==> config.mk <==
export PLATFORM = sky130hd
export DESIGN_NAME = pwm_buffered_channel
export DESIGN_NICKNAME = d
export VERILOG_FILES = /design/src/rtl/pwmch_pkg.sv /design/src/rtl/pwmch_rst_sync.sv /design/src/rtl/pwmch_regs.sv /design/src/rtl/pwmch_timebase.sv /design/src/rtl/pwmch_runctl.sv /design/src/rtl/pwmch_wave.sv /design/src/rtl/pwm_buffered_channel.sv
export SDC_FILE = /design/constraint.sdc
export NUM_CORES = 1
export LEC_CHECK = 0
export BUFFER_PORTS_ARGS = -buffer_cell sky130_fd_sc_hd__buf_2
export CORE_MARGIN = 5
export CORE_UTILIZATION = 45
export CTS_CLUSTER_DIAMETER = 120
export DETAILED_ROUTE_END_ITERATION = 16
export GPL_TIMING_DRIVEN = 0
export PLACE_DENSITY = 0.73
export SETUP_SLACK_MARGIN = 0.15
export SYNTH_ARGS = -nofsm -noshare
export SYNTH_HDL_FRONTEND = slang
export SYNTH_HIERARCHICAL = 1
export SYNTH_SLANG_ARGS = --single-unit
==> constraint.sdc <==
create_clock -name clk -period 5.65 [get_ports clk]
set_clock_uncertainty 0.1 [all_clocks]
set_input_delay 0.2825 -clock clk [delete_from_list [all_inputs] [get_ports clk]]
set_output_delay 0.2825 -clock clk [all_outputs]
set_load 0.1 [all_outputs]
==> src/rtl/pwmch_pkg.sv <==
package pwmch_pkg;
  localparam int unsigned ADDR_W  = 5;
  localparam int unsigned PRE_W   = 4;
  localparam int unsigned PRE_MAX = 10;

  localparam logic [ADDR_W-1:0] A_MODE     = 5'h00;
  localparam logic [ADDR_W-1:0] A_CMP      = 5'h04;
  localparam logic [ADDR_W-1:0] A_CMP_SH   = 5'h08;
  localparam logic [ADDR_W-1:0] A_PER      = 5'h0C;
  localparam logic [ADDR_W-1:0] A_PER_SH   = 5'h10;

  localparam int unsigned MODE_POL_BIT  = 9;
  localparam int unsigned MODE_LINK_BIT = 10;

  typedef struct packed {
    logic             link;
    logic             pol;
    logic [PRE_W-1:0] pre;
  } mode_t;
endpackage

==> src/rtl/pwmch_rst_sync.sv <==
module pwmch_rst_sync (
  input  logic clk,
  input  logic rst_n,
  output logic rst_n_sync
);
  logic [1:0] sync_q;

  always_ff @(posedge clk or negedge rst_n) begin
    if (!rst_n) sync_q <= 2'b00;
    else        sync_q <= {sync_q[0], 1'b1};
  end

  assign rst_n_sync = sync_q[1];
endmodule

==> src/rtl/pwmch_regs.sv <==
module pwmch_regs
  import pwmch_pkg::*;
#(
  parameter int unsigned CNT_W = 16
) (
  input  logic              clk,
  input  logic              rst_n,
  input  logic              we,
  input  logic [ADDR_W-1:0] addr,
  input  logic [CNT_W-1:0]  wdata,
  input  logic              running,
  input  logic              period_end,
  output mode_t             mode,
  output logic [CNT_W-1:0]  cmp_act,
  output logic [CNT_W-1:0]  per_act,
  output logic              upd_evt
);
  mode_t            mode_q,   mode_d;
  logic [CNT_W-1:0] cmp_q,    cmp_d;
  logic [CNT_W-1:0] per_q,    per_d;
  logic [CNT_W-1:0] cmp_sh_q, cmp_sh_d;
  logic [CNT_W-1:0] per_sh_q, per_sh_d;
  logic             cmp_pend_q, cmp_pend_d;
  logic             per_pend_q, per_pend_d;
  logic             evt_q, evt_d;

  logic wr_mode, wr_cmp, wr_cmp_sh, wr_per, wr_per_sh;
  logic boundary, xfer_cmp, xfer_per;
  logic mode_unused;

  assign mode_unused = ^{wdata[CNT_W-1:MODE_LINK_BIT+1], wdata[MODE_POL_BIT-1:PRE_W]};

  always_comb begin
    wr_mode   = we && (addr == A_MODE);
    wr_cmp    = we && (addr == A_CMP);
    wr_cmp_sh = we && (addr == A_CMP_SH);
    wr_per    = we && (addr == A_PER);
    wr_per_sh = we && (addr == A_PER_SH);

    boundary  = running && period_end;
    xfer_cmp  = boundary && cmp_pend_q && (!mode_q.link || per_pend_q);
    xfer_per  = boundary && per_pend_q && (!mode_q.link || cmp_pend_q);

    mode_d = mode_q;
    if (wr_mode) begin
      mode_d.link = wdata[MODE_LINK_BIT];
      mode_d.pol  = wdata[MODE_POL_BIT];
      mode_d.pre  = wdata[PRE_W-1:0];
    end

    cmp_d = cmp_q;
    if (xfer_cmp)               cmp_d = cmp_sh_q;
    else if (wr_cmp && !running) cmp_d = wdata;

    per_d = per_q;
    if (xfer_per)               per_d = per_sh_q;
    else if (wr_per && !running) per_d = wdata;

    cmp_sh_d = wr_cmp_sh ? wdata : cmp_sh_q;
    per_sh_d = wr_per_sh ? wdata : per_sh_q;

    cmp_pend_d = (cmp_pend_q && !xfer_cmp) || wr_cmp_sh;
    per_pend_d = (per_pend_q && !xfer_per) || wr_per_sh;

    evt_d = xfer_cmp || xfer_per;
  end

  always_ff @(posedge clk or negedge rst_n) begin
    if (!rst_n) begin
      mode_q     <= '0;
      cmp_q      <= '0;
      per_q      <= '0;
      cmp_sh_q   <= '0;
      per_sh_q   <= '0;
      cmp_pend_q <= 1'b0;
      per_pend_q <= 1'b0;
      evt_q      <= 1'b0;
    end else begin
      mode_q     <= mode_d;
      cmp_q      <= cmp_d;
      per_q      <= per_d;
      cmp_sh_q   <= cmp_sh_d;
      per_sh_q   <= per_sh_d;
      cmp_pend_q <= cmp_pend_d;
      per_pend_q <= per_pend_d;
      evt_q      <= evt_d;
    end
  end

  assign mode    = mode_q;
  assign cmp_act = cmp_q;
  assign per_act = per_q;
  assign upd_evt = evt_q;

  // active values only move at a boundary while running
  assert_active_held_R7: assert property (@(posedge clk) disable iff (!rst_n)
    running && !period_end |=> $stable(cmp_act) && $stable(per_act));

  // no transfer event follows a stopped cycle
  assert_no_evt_stopped_R8: assert property (@(posedge clk) disable iff (!rst_n)
    !running |=> !upd_evt);
endmodule

==> src/rtl/pwmch_timebase.sv <==
module pwmch_timebase
  import pwmch_pkg::*;
#(
  parameter int unsigned CNT_W = 16
) (
  input  logic             clk,
  input  logic             rst_n,
  input  logic             running,
  input  logic [PRE_W-1:0] pre,
  input  logic [CNT_W-1:0] per_act,
  output logic [CNT_W-1:0] cnt,
  output logic             period_end
);
  localparam int unsigned DIV_W = PRE_MAX;

  logic [DIV_W-1:0] div_q, div_d;
  logic [CNT_W-1:0] cnt_q, cnt_d;
  logic [DIV_W-1:0] mask;
  logic [PRE_W-1:0] pre_eff;
  logic             tick;

  always_comb begin
    pre_eff = (pre > PRE_W'(PRE_MAX)) ? PRE_W'(PRE_MAX) : pre;
    for (int i = 0; i < DIV_W; i++) begin
      mask[i] = (32'(i) < 32'(pre_eff));
    end
    tick       = running && ((div_q & mask) == mask);
    period_end = tick &&
                 (({1'b0, cnt_q} + (CNT_W+1)'(1)) >= {1'b0, per_act});

    div_d = running ? (div_q + DIV_W'(1)) : '0;

    if (!running || period_end) cnt_d = '0;
    else if (tick)              cnt_d = cnt_q + CNT_W'(1);
    else                        cnt_d = cnt_q;
  end

  always_ff @(posedge clk or negedge rst_n) begin
    if (!rst_n) begin
      div_q <= '0;
      cnt_q <= '0;
    end else begin
      div_q <= div_d;
      cnt_q <= cnt_d;
    end
  end

  assign cnt = cnt_q;

  // the count never reaches the period value
  assert_cnt_in_range_R3: assert property (@(posedge clk) disable iff (!rst_n)
    (cnt_q == '0) || (cnt_q < per_act));

  // a stopped channel restarts its count from zero
  assert_cnt_idle_zero_R3: assert property (@(posedge clk) disable iff (!rst_n)
    !running |-> (cnt_q == '0));
endmodule

==> src/rtl/pwmch_runctl.sv <==
module pwmch_runctl (
  input  logic clk,
  input  logic rst_n,
  input  logic start_req,
  input  logic stop_req,
  input  logic period_end,
  output logic running
);
  logic run_q, run_d;
  logic stop_pend_q, stop_pend_d;

  always_comb begin
    if (!run_q)                                      run_d = start_req;
    else if (period_end && (stop_pend_q || stop_req)) run_d = 1'b0;
    else                                             run_d = 1'b1;

    if (!run_q || period_end) stop_pend_d = 1'b0;
    else                      stop_pend_d = stop_pend_q || stop_req;
  end

  always_ff @(posedge clk or negedge rst_n) begin
    if (!rst_n) begin
      run_q       <= 1'b0;
      stop_pend_q <= 1'b0;
    end else begin
      run_q       <= run_d;
      stop_pend_q <= stop_pend_d;
    end
  end

  assign running = run_q;

  // a running channel stops only at a period boundary
  assert_stop_at_boundary_R10: assert property (@(posedge clk) disable iff (!rst_n)
    run_q && !period_end |=> run_q);

  // a start request on a stopped channel takes effect next clock
  assert_start_next_R10: assert property (@(posedge clk) disable iff (!rst_n)
    !run_q && start_req |=> run_q);

  // without a start request a stopped channel stays stopped
  assert_stay_idle_R10: assert property (@(posedge clk) disable iff (!rst_n)
    !run_q && !start_req |=> !run_q);
endmodule

==> src/rtl/pwmch_wave.sv <==
module pwmch_wave #(
  parameter int unsigned CNT_W = 16
) (
  input  logic             running,
  input  logic             pol,
  input  logic [CNT_W-1:0] cnt,
  input  logic [CNT_W-1:0] cmp_act,
  output logic             wave
);
  logic active;

  always_comb begin
    active = (cnt >= cmp_act);
    wave   = running ? (active ^ pol) : pol;
  end
endmodule

==> src/rtl/pwm_buffered_channel.sv <==
module pwm_buffered_channel
  import pwmch_pkg::*;
#(
  parameter int unsigned CNT_W = 16
) (
  input  logic              clk,
  input  logic              rst_n,
  input  logic              reg_we,
  input  logic [ADDR_W-1:0] reg_addr,
  input  logic [CNT_W-1:0]  reg_wdata,
  input  logic              start_req,
  input  logic              stop_req,
  output logic              pwm_out,
  output logic              running,
  output logic              upd_evt
);
  logic             rst_n_i;
  mode_t            mode;
  logic [CNT_W-1:0] cmp_act, per_act, cnt;
  logic             period_end;

  pwmch_rst_sync u_rst (
    .clk        (clk),
    .rst_n      (rst_n),
    .rst_n_sync (rst_n_i)
  );

  pwmch_regs #(.CNT_W(CNT_W)) u_regs (
    .clk        (clk),
    .rst_n      (rst_n_i),
    .we         (reg_we),
    .addr       (reg_addr),
    .wdata      (reg_wdata),
    .running    (running),
    .period_end (period_end),
    .mode       (mode),
    .cmp_act    (cmp_act),
    .per_act    (per_act),
    .upd_evt    (upd_evt)
  );

  pwmch_timebase #(.CNT_W(CNT_W)) u_tb (
    .clk        (clk),
    .rst_n      (rst_n_i),
    .running    (running),
    .pre        (mode.pre),
    .per_act    (per_act),
    .cnt        (cnt),
    .period_end (period_end)
  );

  pwmch_runctl u_run (
    .clk        (clk),
    .rst_n      (rst_n_i),
    .start_req  (start_req),
    .stop_req   (stop_req),
    .period_end (period_end),
    .running    (running)
  );

  pwmch_wave #(.CNT_W(CNT_W)) u_wave (
    .running (running),
    .pol     (mode.pol),
    .cnt     (cnt),
    .cmp_act (cmp_act),
    .wave    (pwm_out)
  );

  // the output rests at the inactive level while stopped
  assert_idle_level_R5: assert property (@(posedge clk) disable iff (!rst_n_i)
    !running |-> (pwm_out == mode.pol));
endmodule

# After elaboration in Yosys (flattened, before gate mapping)
# Index checks and enable logic that the tools add are counted.
classes:
  addsub: 3
  n_mul: 0
  div: 0
  magnitude_cmp: 13
  n_eq_ne: 5
  n_shift: 0
  mux: 12
  bitwise: 2
  reduce_logical: 32
op_table:
  columns: ["operator", "n"]
  rows:
  - ["16-bit two-way mux", 6]
  - ["16-bit by 1-bit adder with 17-bit output (second input constant)", 1]
  - ["17-bit by 16-bit greater-or-equal comparator with 1-bit output", 1]
  - ["1-bit logical AND", 17]
  - ["16-bit by 1-bit adder with 16-bit output (second input constant)", 1]
  - ["16-bit greater-or-equal comparator", 1]
  - ["3-bit by 4-bit less-than comparator with 1-bit output (first input constant)", 4]
  - ["10-bit by 1-bit adder with 10-bit output (second input constant)", 1]
  - ["10-bit bitwise AND", 1]
  - ["10-bit equality test", 1]
  - ["5-bit by 4-bit equality test with 1-bit output (second input constant)", 2]
  - ["10-bit two-way mux", 1]
  - ["1-bit by 4-bit less-than comparator with 1-bit output (first input constant)", 2]
  - ["2-bit by 4-bit less-than comparator with 1-bit output (first input constant)", 2]
  - ["4-bit less-than comparator (first input constant)", 2]
  - ["1-bit logical OR", 7]
  - ["2-bit nonzero test", 3]
  - ["5-bit by 3-bit equality test with 1-bit output (second input constant)", 1]
  - ["5-bit equality test (second input constant)", 1]
  - ["5-bit zero test", 1]
  - ["4-bit greater-than comparator (second input constant)", 1]
  - ["1-bit zero test", 4]
  - ["1-bit two-way mux", 4]
  - ["4-bit two-way mux", 1]
  - ["1-bit XOR", 1]
totals:
  regBits: 103
  latch_bits: 0
  ram_bits: 0
  mem_bits_ro: 0
  word_cells: 82
  mem_count: 0

# Depth between registers and ports, before layout
depth:
  depth_word: 13
  mapped_depth: 17
  depth_no_buf: 14

# By module
# Netlist, hierarchy kept.
by_module_without_submodules:
  columns: ["mod", "instances", "cells_each", "area_per_inst_um2", "seq_area_each_um2"]
  rows:
  - ["pwmch_regs", 1, 289, 3244.4, 1826.8]
  - ["pwmch_timebase", 1, 225, 2026.9, 650.6]
  - ["pwmch_wave", 1, 56, 444.2, 0.0]
  - ["pwmch_runctl", 1, 6, 75.1, 50.0]
  - ["pwmch_rst_sync", 1, 3, 53.8, 50.0]

# Worst setup path before layout
# No wires, ideal clock.
synth_path:
  path_kind: "register to register"
  start: "register u_tb.cnt_q[0] (netlist: u_tb/cnt[0])"
  end: "register u_regs.per_q[0] (netlist: u_regs/per_act[0])"
  setup_ps: 82
  arrival_ps: 3517
  t_required_ps: 5468
  slack_ps: 1951
  stages_incl_launch_ff: 18
  n_path_buf: 3
  synth_period_minus_slack_ps: 3699
  cell_sequence: "dfrtp_1 ha_1 nand2_1 nor4_2 nand2_1 xnor2_1 ha_1 o21ai_0 o21ai_1 and3_1 a211oi_4 buf_6 nor2b_1 nand2_1 or3_1 clkbuf_1 buf_2 a31oi_1"
synth_via:
  elab_chain_len: 7
synth_lines:
  columns: ["item", "line_no", "rtl"]
  rows:
  - ["start: declaration", "pwmch_timebase.sv:17", "logic [CNT_W-1:0] cnt_q, cnt_d;"]
  - ["start signal: assignment", "pwmch_timebase.sv:44", "cnt_q <= cnt_d;"]
  - ["16-bit by 1-bit adder with 17-bit output (*)", "pwmch_timebase.sv:29", "(({1'b0, cnt_q} + (CNT_W+1)'(1)) >= {1'b0, per_act});"]
  - ["17-bit by 16-bit greater-or-equal comparator with 1-bit output (*)", "pwmch_timebase.sv:29", null]
  - ["1-bit logical AND (*)", "pwmch_timebase.sv:28", "period_end = tick &&"]
  - ["net period_end", "pwm_buffered_channel.sv:20", "logic period_end;"]
  - ["1-bit logical AND (*)", "pwmch_regs.sv:40", "boundary = running && period_end;"]
  - ["1-bit logical AND (*) (2 in a row)", "pwmch_regs.sv:42", "xfer_per = boundary && per_pend_q && (!mode_q.link || cmp_pend_q);"]
  - ["16-bit two-way mux or 2-bit nonzero test (tied branches)", null, null]
  - ["end signal: assignment", "pwmch_regs.sv:81", "per_q <= per_d;"]
  - ["end: declaration", "pwmch_regs.sv:20", "logic [CNT_W-1:0] per_q, per_d;"]
# Mark *: on every way through the listed nets, which the timed path passes. The rest lies on a longest branch.
# A chain may end at the register's enable or synchronous reset.

# Final worst setup path
layout_path:
  start: "register u_tb.cnt_q[0] (netlist: u_tb/cnt[0])"
  end: "register u_regs.cmp_q[11] (netlist: u_regs/cmp_act[11])"
layout_via:
  elab_chain_len: 7
layout_lines:
  columns: ["item", "line_no", "rtl"]
  rows:
  - ["16-bit by 1-bit adder with 17-bit output (*)", "pwmch_timebase.sv:29", null]
  - ["17-bit by 16-bit greater-or-equal comparator with 1-bit output (*)", "pwmch_timebase.sv:29", null]
  - ["1-bit logical AND (*)", "pwmch_timebase.sv:28", null]
  - ["net period_end", "pwm_buffered_channel.sv:20", null]
  - ["1-bit logical AND (*)", "pwmch_regs.sv:40", null]
  - ["1-bit logical AND (*) (2 in a row)", "pwmch_regs.sv:41", "xfer_cmp = boundary && cmp_pend_q && (!mode_q.link || per_pend_q);"]
  - ["16-bit two-way mux or 2-bit nonzero test (tied branches)", null, null]
  - ["end signal: assignment", "pwmch_regs.sv:80", "cmp_q <= cmp_d;"]
  - ["end: declaration", "pwmch_regs.sv:19", "logic [CNT_W-1:0] cmp_q, cmp_d;"]
# Marks and branches as above.

==> flow_metrics.env <==
export IMPL_worstSkewPairLatency_ns=0.35
export IMPL_fp_dieW_um=124
export IMPL_cts_resized=0
export IMPL_io_pins=29
export IMPL_ir_drop_v=0.000189
export IMPL_ys_seq_area_frac=0.441
export IMPL_required_ns=5.82
export IMPL_rows=41
export IMPL_antenna_found_initial=0
export IMPL_die_area_um2=15400
export IMPL_min_path_type="in -> reg"
export IMPL_drt_iter0_markers=347
export IMPL_async_reset_ff_frac=1.00
export IMPL_hold_ws_ns=0.0653
export IMPL_synth_cells=579
export IMPL_busiest_layer="met2"
export IMPL_core_um2=12700
export IMPL_via_per_inst=6.02
export IMPL_postSynthAreaPerCell_um2=10.1
export IMPL_h_tree_depth=3
export IMPL_grt_max_degree=54
export IMPL_syn_area_um2=5840
export IMPL_syn_num_nets=639
export IMPL_drt_total_wl_um=14300
export IMPL_gr_usage_met1=0.254
export IMPL_post_route_period_util=0.824
export IMPL_clk_pin_slew_worst_paths_ns=0.07
export IMPL_port_buffers=28
export IMPL_worst_pin_slew_ns=0.668
export IMPL_yosysTopAreaCell="dfrtp_1"
export IMPL_rsz0062_at_grt="no"
export IMPL_drive_above_1_share=0.171
export IMPL_drv_slew=0
export IMPL_nets=680
export IMPL_finalCriticalPeriod_ns=4.66
export IMPL_ys_types=69
export IMPL_cts_buffer_depth=2
export IMPL_setup_tns_ns=0
export IMPL_syn_to_final_growth_pct=11.9
export IMPL_synthTopCellsByArea="dfrtp_1 44%, ha_1 7.3%, mux2_2 5.6%"
export IMPL_gp_congestion=0.930
export IMPL_grt_pass1_wl_um=23600
export IMPL_yosys_warnings=6
export IMPL_slew_limit_headroom=0.555
export IMPL_grt_util_met2=0.324
export IMPL_path_class="reg -> reg"
export IMPL_fmax_mhz=215
export IMPL_die_height_um=124
export IMPL_cp_start_kind="register"
export IMPL_cts_tree="yes"
export IMPL_powerDensity_nw_per_um2=304
export IMPL_synth_seq_cells=103
export IMPL_run_status="finished, final reports clean"
export IMPL_worst_ep_arrival_time_ns=4.83
export IMPL_grt_overflow=0
export IMPL_dr_pass1_iters=5
export IMPL_numClockSinks=103
export IMPL_post_route_drc_count=0
export IMPL_root_buffer="clkbuf_16"
export IMPL_synth_edff_count=0
export IMPL_p_leak_nw=2.96
export IMPL_cts_setup_buffers=0
export IMPL_first_global_vias=4817
export IMPL_numCtsBuffers=9
export IMPL_hold_viol_final=0
export IMPL_via_count=4798
export IMPL_met3_usage=0.0282
export IMPL_grt_usage=0.194
export IMPL_dpl_hpwl_um=10700
export IMPL_n_antenna_cell=0
export IMPL_synth_top_area_share=0.441
export IMPL_finalSetupViolations=0
export IMPL_maxCapViolations=0
export IMPL_critPathMaxFanout=10
export IMPL_setup_worst_path_end_class="register"
export IMPL_wl_per_cell_um=18.0
export IMPL_synthFlopType="dfrtp_1"
export IMPL_initial_core_util=0.461
export IMPL_antenna_left=0
==> cells in the mapped netlist (3+ instances only) <==
cell type / n
nand4_1: 10
clkbuf_1: 18
o21ai_1: 10
buf_2: 8
ha_1: 34
o21ai_0: 38
mux2_2: 29
nor3_1: 23
dfrtp_1: 103
and2_1: 11
xor2_1: 7
nor2b_1: 5
a31oi_1: 35
nand2_1: 34
inv_1: 38
nor4_2: 3
a32o_1: 8
xnor2_1: 14
nand2b_1: 4
nor2_1: 10
mux2_1: 9
nand3_1: 44
a21oi_1: 8
nor4_1: 17
==> logic make-up (layout without fill, tap and decap cells) <==
family                   Yosys count  count (layout)  synth area share
AO/OA/AOI/OAI                    126             126             0.149
XOR/XNOR                          21              21            0.0315
adder cells (fa/ha/maj)           34              34            0.0728
buffers and inverters             69             115            0.0486
flip-flops                       103             103             0.441
multiplexers                      38              38            0.0732
other                              1               1          0.000642
AND/OR/NAND/NOR                  187             187             0.183
==> path summary, 6_finish.rpt <==
path                            startpoint                  to  slack [ns]  depth (start not counted)
setup reg to reg               u_tb/cnt[0]  u_regs/cmp_act[11]        0.99                         17
min in group asynchronous            rst_n     u_rst/sync_q[1]        0.14                          2
max in group asynchronous  u_rst/sync_q[1]  u_regs/per_act[12]        4.50                          1
setup / recovery               u_tb/cnt[0]  u_regs/cmp_act[11]        0.99                         17
hold / removal                   start_req       u_run/running        0.07                          2
hold reg to reg            u_rst/sync_q[0]     u_rst/sync_q[1]        0.26                          0
==> final cells by class <==
cell class                 count  area (um2)
fill                        1145        6130
multi-input combinational    407        2980
sequential                   103        2580
clock buffer                  11         253
tap                          172         215
timing repair buffer          30         178
inverter                      39         146
buffer                        30         138
clock inverter                 5        46.3
==> power breakdown <==
| part | switching (W) | internal (W) | total, W |
|---|---|---|---|
| combinational | 0.000216 | 0.000199 | 0.000415 |
| sequential | 0.000114 | 0.000840 | 0.000954 |
| clock | 0.000289 | 0.000331 | 0.000620 |
| total | 0.000619 | 0.00137 | 0.00199 |
==> stage by stage <==
step                      worst slack [ns]  cell area, um2  utilization  total power [W]  instances
after floorplan                       1.95            5840            -          0.00125        579
after global placement                1.19            6200        0.489          0.00134        779
after detailed placement              1.09            6230        0.492          0.00137        780
after CTS                             1.04            6540        0.516          0.00200        797
after global routing                 0.701            6540        0.516          0.00209        797
final                                0.994            6540        0.516          0.00199        797
==> flip-flops by register name, summed over array words and instances, names as in the netlist <==
register           flops
u_tb/cnt              16
u_rst/sync_q           2
u_regs/cmp_pend_q      1
u_regs/per_sh_q       16
u_run/running          1
u_regs/cmp_sh_q       16
u_regs/cmp_act        16
u_tb/div_q            10
u_regs/per_act        16
u_regs/mode            6
u_regs/upd_evt         1
u_regs/per_pend_q      1
u_run/stop_pend_q      1
==> critical path: stages, from the launching register on <==
cell	delay (ns)
dfrtp_1	0.46
ha_1	0.29
nand2_1	0.16
nor4_2	0.43
nand2_1	0.17
xnor2_1	0.18
ha_1	0.32
nand4_1	0.09
nor2_1	0.20
and2_1	0.20
a211oi_4	0.11
buf_6	0.17
nor2b_1	0.36
nand3_1	0.34
or2_2	0.38
clkbuf_1	0.22
buf_2	0.24
a31oi_1	0.15
==> cell usage in the layout, fill, tap and decap left out, drive strengths merged, types with 5 or more instances in the layout <==
cell type  instances
clkbuf            29
nor2              10
nand2             35
a21oi              8
nor2b              5
and2              13
o21ai             48
nand2b             5
xnor2             14
nor4              20
dfrtp            103
buf               41
xor2               7
ha                34
mux2              38
nor3              23
nand3             45
a31oi             35
nand4             10
inv               41
a32o               8
==> what timing repair did <==
item | CTS | global route
hold endpoints to repair | 2 | 0
setup endpoints to repair | 0 | 0
hold buffers | 1 | 0
==> metal layers <==
| metal | vias to the layer above | routed length [um] |
|---|---|---|
| li1 | 2226 | - |
| met1 | 2348 | 6210 |
| met2 | 189 | 6910 |
| met3 | 35 | 781 |
| met4 | 0 | 411 |
| met5 | - | 0 |
Power figures use the tool's default switching activity.
